**src/rtl/baud_tick_pkg.sv**
```systemverilog
package baud_tick_pkg;
  localparam int CFG_W      = 32;
  localparam int DIV_W      = 23;
  localparam int BIT_XTAL   = 24;
  localparam int BIT_WIDE   = 23;
  localparam int BIT_NODIV  = 26;
  localparam int BIT_HALF   = 27;
  localparam int PRE_W      = 2;

  typedef enum logic [1:0] {
    PRE_BY1 = 2'd0,
    PRE_BY2 = 2'd1,
    PRE_BY3 = 2'd2
  } pre_sel_e;

  localparam logic [CFG_W-1:0] CFG_RESET =
    (CFG_W'(1) << BIT_XTAL) | (CFG_W'(1) << BIT_WIDE);

  function automatic pre_sel_e decode_pre(input logic [CFG_W-1:0] w);
    if (!w[BIT_XTAL])      return PRE_BY1;
    else if (w[BIT_HALF])  return PRE_BY2;
    else if (w[BIT_NODIV]) return PRE_BY1;
    else                   return PRE_BY3;
  endfunction

  function automatic logic [PRE_W-1:0] pre_last(input pre_sel_e s);
    case (s)
      PRE_BY2: return PRE_W'(1);
      PRE_BY3: return PRE_W'(2);
      default: return PRE_W'(0);
    endcase
  endfunction
endpackage

```
**src/rtl/baud_rst_sync.sv**
```systemverilog
module baud_rst_sync #(
  parameter int STAGES = 2
) (
  input  logic clk_i,
  input  logic rst_n_i,
  output logic rst_n_o
);
  logic [STAGES-1:0] sync_q;
  logic [STAGES-1:0] sync_d;

  always_comb begin
    sync_d = {sync_q[STAGES-2:0], 1'b1};
  end

  always_ff @(posedge clk_i or negedge rst_n_i) begin
    if (!rst_n_i) sync_q <= '0;
    else          sync_q <= sync_d;
  end

  assign rst_n_o = sync_q[STAGES-1];

  // the internal reset never releases while the pin holds reset
  always_comb begin
    if (!rst_n_i) a_r10_sync_held: assert (sync_q == '0 || $isunknown(sync_q));
  end
endmodule

```
**src/rtl/baud_prescaler.sv**
```systemverilog
module baud_prescaler #(
  parameter int PRE_W = 2
) (
  input  logic             clk_i,
  input  logic             rst_n_i,
  input  logic             restart_i,
  input  logic [PRE_W-1:0] last_i,
  output logic             en_o
);
  logic [PRE_W-1:0] cnt_q;
  logic [PRE_W-1:0] cnt_d;
  logic             cnt_ce;

  assign en_o = (cnt_q == last_i);

  always_comb begin
    cnt_ce = 1'b1;
    if (restart_i)  cnt_d = '0;
    else if (en_o)  cnt_d = '0;
    else            cnt_d = cnt_q + PRE_W'(1);
  end

  always_ff @(posedge clk_i or negedge rst_n_i) begin
    if (!rst_n_i)    cnt_q <= '0;
    else if (cnt_ce) cnt_q <= cnt_d;
  end

  // the phase counter stays within the selected divide range
  a_r3_phase_in_range: assert property (@(posedge clk_i) disable iff (!rst_n_i)
    cnt_q <= last_i);

  // with a divide above one, enables never come in consecutive cycles
  a_r5_enable_spacing: assert property (@(posedge clk_i) disable iff (!rst_n_i)
    (en_o && last_i != '0 && !restart_i) |=> !en_o);
endmodule

```
**src/rtl/baud_reload_counter.sv**
```systemverilog
module baud_reload_counter #(
  parameter int DIV_W = 23
) (
  input  logic             clk_i,
  input  logic             rst_n_i,
  input  logic             restart_i,
  input  logic             en_i,
  input  logic [DIV_W-1:0] reload_i,
  output logic             tick_o
);
  logic [DIV_W-1:0] cnt_q;
  logic [DIV_W-1:0] cnt_d;
  logic             tick_q;
  logic             tick_d;
  logic             at_zero;

  assign at_zero = (cnt_q == '0);

  always_comb begin
    cnt_d  = cnt_q;
    tick_d = 1'b0;
    if (restart_i) begin
      cnt_d = reload_i;
    end else if (en_i) begin
      if (at_zero) begin
        cnt_d  = reload_i;
        tick_d = 1'b1;
      end else begin
        cnt_d = cnt_q - DIV_W'(1);
      end
    end
  end

  always_ff @(posedge clk_i or negedge rst_n_i) begin
    if (!rst_n_i) begin
      cnt_q  <= '0;
      tick_q <= 1'b0;
    end else begin
      cnt_q  <= cnt_d;
      tick_q <= tick_d;
    end
  end

  assign tick_o = tick_q;

  // a write loads the new reload value into the counter
  a_r8_reload_on_write: assert property (@(posedge clk_i) disable iff (!rst_n_i)
    restart_i |=> cnt_q == $past(reload_i));

  // a tick only follows a cycle in which the pre-divided enable was high
  a_r9_tick_after_enable: assert property (@(posedge clk_i) disable iff (!rst_n_i)
    tick_o |-> $past(en_i));
endmodule

```
**src/rtl/baud_tick_gen.sv**
```systemverilog
module baud_tick_gen
  import baud_tick_pkg::*;
#(
  parameter int LEGACY_W = 12
) (
  input  logic                clk_i,
  input  logic                rst_n_i,
  input  logic [31:0]         cfg_word_i,
  input  logic                cfg_wr_i,
  input  logic [LEGACY_W-1:0] legacy_div_i,
  output logic                tick_o
);
  logic             rst_n;
  logic [CFG_W-1:0] cfg_q;
  logic [CFG_W-1:0] cfg_nxt;
  logic             cfg_ce;
  logic [DIV_W-1:0] reload;
  logic [PRE_W-1:0] last;
  logic             pre_en;
  pre_sel_e         sel;

  baud_rst_sync #(.STAGES(2)) u_rst (
    .clk_i   (clk_i),
    .rst_n_i (rst_n_i),
    .rst_n_o (rst_n)
  );

  assign cfg_ce  = cfg_wr_i;
  assign cfg_nxt = cfg_ce ? cfg_word_i : cfg_q;

  always_ff @(posedge clk_i or negedge rst_n) begin
    if (!rst_n)      cfg_q <= CFG_RESET;
    else if (cfg_ce) cfg_q <= cfg_word_i;
  end

  always_comb begin
    sel  = decode_pre(cfg_q);
    last = pre_last(sel);
    if (cfg_nxt[BIT_WIDE]) reload = cfg_nxt[DIV_W-1:0];
    else                   reload = DIV_W'(legacy_div_i);
  end

  baud_prescaler #(.PRE_W(PRE_W)) u_pre (
    .clk_i     (clk_i),
    .rst_n_i   (rst_n),
    .restart_i (cfg_wr_i),
    .last_i    (last),
    .en_o      (pre_en)
  );

  baud_reload_counter #(.DIV_W(DIV_W)) u_cnt (
    .clk_i     (clk_i),
    .rst_n_i   (rst_n),
    .restart_i (cfg_wr_i),
    .en_i      (pre_en),
    .reload_i  (reload),
    .tick_o    (tick_o)
  );

  // the configuration register comes out of reset with its defaults
  a_r1_reset_default: assert property (@(posedge clk_i) disable iff (!rst_n)
    $rose(rst_n) |-> cfg_q == CFG_RESET);

  // no tick while the internal reset is active
  always_comb begin
    if (!rst_n) a_r10_quiet_in_reset: assert (tick_o == 1'b0 || $isunknown(tick_o));
  end
endmodule

```
**config.mk**
```make
export PLATFORM = sky130hd
export DESIGN_NAME = baud_tick_gen
export DESIGN_NICKNAME = d
export VERILOG_FILES = /design/src/rtl/baud_tick_pkg.sv /design/src/rtl/baud_rst_sync.sv /design/src/rtl/baud_prescaler.sv /design/src/rtl/baud_reload_counter.sv /design/src/rtl/baud_tick_gen.sv
export SDC_FILE = /design/constraint.sdc
export NUM_CORES = 1
export LEC_CHECK = 0
export ABC_CLOCK_PERIOD_IN_PS = 2100
export BUFFER_PORTS_ARGS = -buffer_cell sky130_fd_sc_hd__buf_2
export CORE_UTILIZATION = 30
export CTS_CLUSTER_DIAMETER = 30
export DETAILED_ROUTE_END_ITERATION = 16
export SYNTH_ARGS = -nofsm -noshare
export SYNTH_HDL_FRONTEND = slang
export SYNTH_SLANG_ARGS = --single-unit
```
**constraint.sdc**
```tcl
create_clock -name clk_i -period 2.1 [get_ports clk_i]
set_clock_uncertainty 0.05 [all_clocks]
set_input_delay 0.105 -clock clk_i [delete_from_list [all_inputs] [get_ports clk_i]]
set_output_delay 0.105 -clock clk_i [all_outputs]
set_load 0.02 [all_outputs]
```
==> run_results.csv <==
group,metric,value,unit
yosys,netlist_area,0.00298,mm²
clock_tree,cts.sinks,55,
cells_and_area,synthToLayoutAreaGrowth,43.5,%
cells_and_area,fin_nets,457,
drt,vias,2720,
clock_tree,cts_tree,"yes",
timing,period_needed,2230,ps
power,swShare,32.5,%
yosys,yosysWarnings,0,
cells_and_area,drive_above_1_share,44.0,%
die,row_count,36,
clock_tree,cts.path.max_buffers,2,
yosys,synth.top_cells.by_area,"dfrtp_1, mux2_2, nor2_1",
drt,drt-pass1-iter-count,4,
status,violations,"setup timing",
grt,grt_max_degree,31,
yosys,synth_ff_type,"dfrtp_1",
power,powerDensity,778,mW/mm²
yosys,synth_top_area_share,44.5,%
timing,slew_violations,0,
cells_and_area,utilization,44.2,%
power,p_leak,1.87,nW
power,switching_power,0.00108,W
placement,pre_cts_ws,-229,ps
power,internal_power,0.00224,W
timing,finalHoldViolations,0,
worst_setup_path,max_stage_delay,580,ps
clock_tree,path_clk_slew,90,ps
yosys,syn_area_per_cell,10.3,µm²
worst_setup_path,critPathArrivalTime,2380,ps
die,initial_core_util,30.8,%
timing,final-setup-viol-count,23,
placement,place.gp.congestion,0.871,
clock_tree,htreeDepth,2,
grt,grt_pass1_vias,2737,
drt,ant_nets,0,
yosys,async_flop_share,100,%
clock_tree,clk_latency,310,ps
die,core-area,0.00968,mm²
clock_tree,numCtsBuffers,5,
power,power,0.00333,W
grt,grt_pass1_wl,13100,µm
timing,tightestPinTransition,582,ps
worst_setup_path,critPathSlowestCell,"or4_4",
clock_tree,clockRootBuffer,"clkbuf_8",
timing,fin_setup_tns,-1800,ps
yosys,synthCells,288,
yosys,ys_seq_area_share,46.3,%
yosys,ys_ff_latch,55,
worst_setup_path,critPathBufInv,1,
grt,antenna_found_initial,0,
status,outcome,"finished with violations",
power,p_comb_share,39.9,%
die,pin_count,48,
worst_setup_path,cpLargestDelayFamily,"simple AND/OR/NAND/NOR gates",
drt,drt_iter0_drc,109,
timing,fmax,0.448,GHz
worst_setup_path,crit_type,"reg -> reg",
worst_setup_path,critPathLaunchType,"flop",
grt,track_usage,16.3,%
worst_setup_path,worstPathCellList,"or4_4 -> buf_6 -> or4_4 -> nand3b_1 -> o31ai_4 -> a211o_1",
yosys,yosys.area.top_type,"dfrtp_1",
placement,hpwl,5460,µm
timing,slew-limit-headroom,60.6,%
power,peakVddDrop,0.357,mV
drt,avgViaCountPerCell,5.02,
worst_setup_path,required,2250,ps
worst_setup_path,worstSetupEndpointType,"flop",
yosys,synth-edff-count,0,
yosys,synthTopCellsByCount,"dfrtp_1, mux2_2, nor2_1",
drt,wl_per_cell,14.5,µm
worst_hold_path,min_path_type,"in -> reg",
power,seqPwrFrac,40.8,%
grt,overflow,0,
die,die_w,102,µm
placement,place.port_buffers,42,
cells_and_area,antennaDiodeCount,0,
worst_setup_path,cp_max_fo,2,
timing,rsz0062_at_grt,"true",
die,dieArea,0.0103,mm²
die,fp.dieH,102,µm
yosys,synth_nets,337,
worst_setup_path,cpMostUsedCell,"or4_4",
drt,wirelength,7860,µm
run,cap_violations,0,
yosys,synth_cell_types,53,
timing,fin_crit_sh,106,%
timing,setup_ws,-133,ps
drt,drc,0,
yosys,synth_most_common_cell,"dfrtp_1",
power,clockPowerShare,19.4,%
## cell families (layout without fill, tap and decap cells)
logic type,count (synthesis),after routing,share of synthesized area [%]
compound gates,55,55,13.7
xor+xnor,1,1,0.294
fa+ha+maj,2,2,0.839
buf+inv,26,147,5.04
flops,55,55,46.3
mux,36,36,13.2
other cells,1,1,0.126
simple gates,112,112,20.5
## routing by layer
layer | vias to the layer above | share of wire [%] | track usage (%)
met1 | 1304 | 50 | 23.3
met5 | - | 0 | 0
met3 | 11 | 4.6 | 2.62
met2 | 78 | 44 | 25.0
li1 | 1327 | - | -
met4 | 0 | 1.2 | 5.69
## power groups by stage
stage               Combinational [W]  Clock (W)  Sequential, W
finish                        0.00133   0.000644        0.00136
global route                  0.00145   0.000714        0.00138
CTS                           0.00127   0.000672        0.00135
detailed placement            0.00113          0        0.00137
global placement              0.00111          0        0.00136
floorplan                    0.000591          0        0.00140
## registers in the layout, indices dropped and copies added, names as in the netlist
register,cells
u_rst.sync_q,2
u_pre.cnt_q,2
u_cnt.tick_o,1
cfg_q,27
u_cnt.cnt_q,23
## path summary, 6_finish.rpt
| check | start | slack [ps] | depth (start not counted) | end |
|---|---|---|---|---|
| hold reg to reg | u_rst.sync_q[1]$_DFF_PN0_ | 210 | 0 | cfg_q[1]$_DFF_PN0_ |
| setup reg to reg | u_cnt.cnt_q[7]$_DFFE_PN0P_ | -130 | 6 | u_cnt.cnt_q[10]$_DFFE_PN0P_ |
| max in group asynchronous | u_rst.sync_q[1]$_DFF_PN0_ | 1160 | 1 | cfg_q[23]$_DFF_PN1_ |
| min in group asynchronous | rst_n_i | 50 | 2 | u_rst.sync_q[1]$_DFF_PN0_ |
| hold / removal | cfg_word_i[16] | 9 | 2 | cfg_q[16]$_DFF_PN0_ |
| setup / recovery | u_cnt.cnt_q[7]$_DFFE_PN0P_ | -130 | 6 | u_cnt.cnt_q[10]$_DFFE_PN0P_ |
## final cells by class
class                           instances  area [µm²]
Multi-Input combinational cell        207        1610
Sequential cell                        55        1380
Inverter                                7        26.3
Timing Repair Buffer                  132         992
Clock buffer                            8         100
Fill cell                             941        5410
Tap cell                              133         166
## per-stage QoR
step	cells	hold slack, ps	cell area (µm²)
final	542	9.22	4280
after global routing	542	14.5	4280
after CTS	539	2.49	4190
after detailed placement	501	-154	3680
after global placement	501	-159	3680
after floorplan	288	-241	2980
## cell usage in the layout (no fill, tap or decap), types with 4 or more instances in the layout
cell type / n
a21oi_1: 9
nand2_1: 16
dfrtp_1: 52
o21ai_2: 5
clkbuf_8: 7
buf_6: 9
nand4_1: 8
buf_4: 56
nor3_2: 4
inv_1: 5
nor4_1: 9
o21ai_0: 5
mux2i_1: 9
buf_2: 42
nor3_1: 9
or3_1: 6
a211o_1: 5
a221o_1: 4
o311ai_1: 4
nor2_1: 26
mux2_2: 27
nand3_1: 6
dlygate4sd3_1: 24
## repair_timing
| item | 4_1_cts | 5_1_grt |
|---|---|---|
| endpoints found under the hold margin | 24 | 1 |
| gates cloned | 1 | 0 |
| pin swaps | 18 | 7 |
| buffers inserted | 6 | 2 |
| gates resized for setup | 34 | 13 |
| setup endpoints to repair | 23 | 24 |
| hold buffers | 23 | 1 |
(Power assumes the default switching activity.)
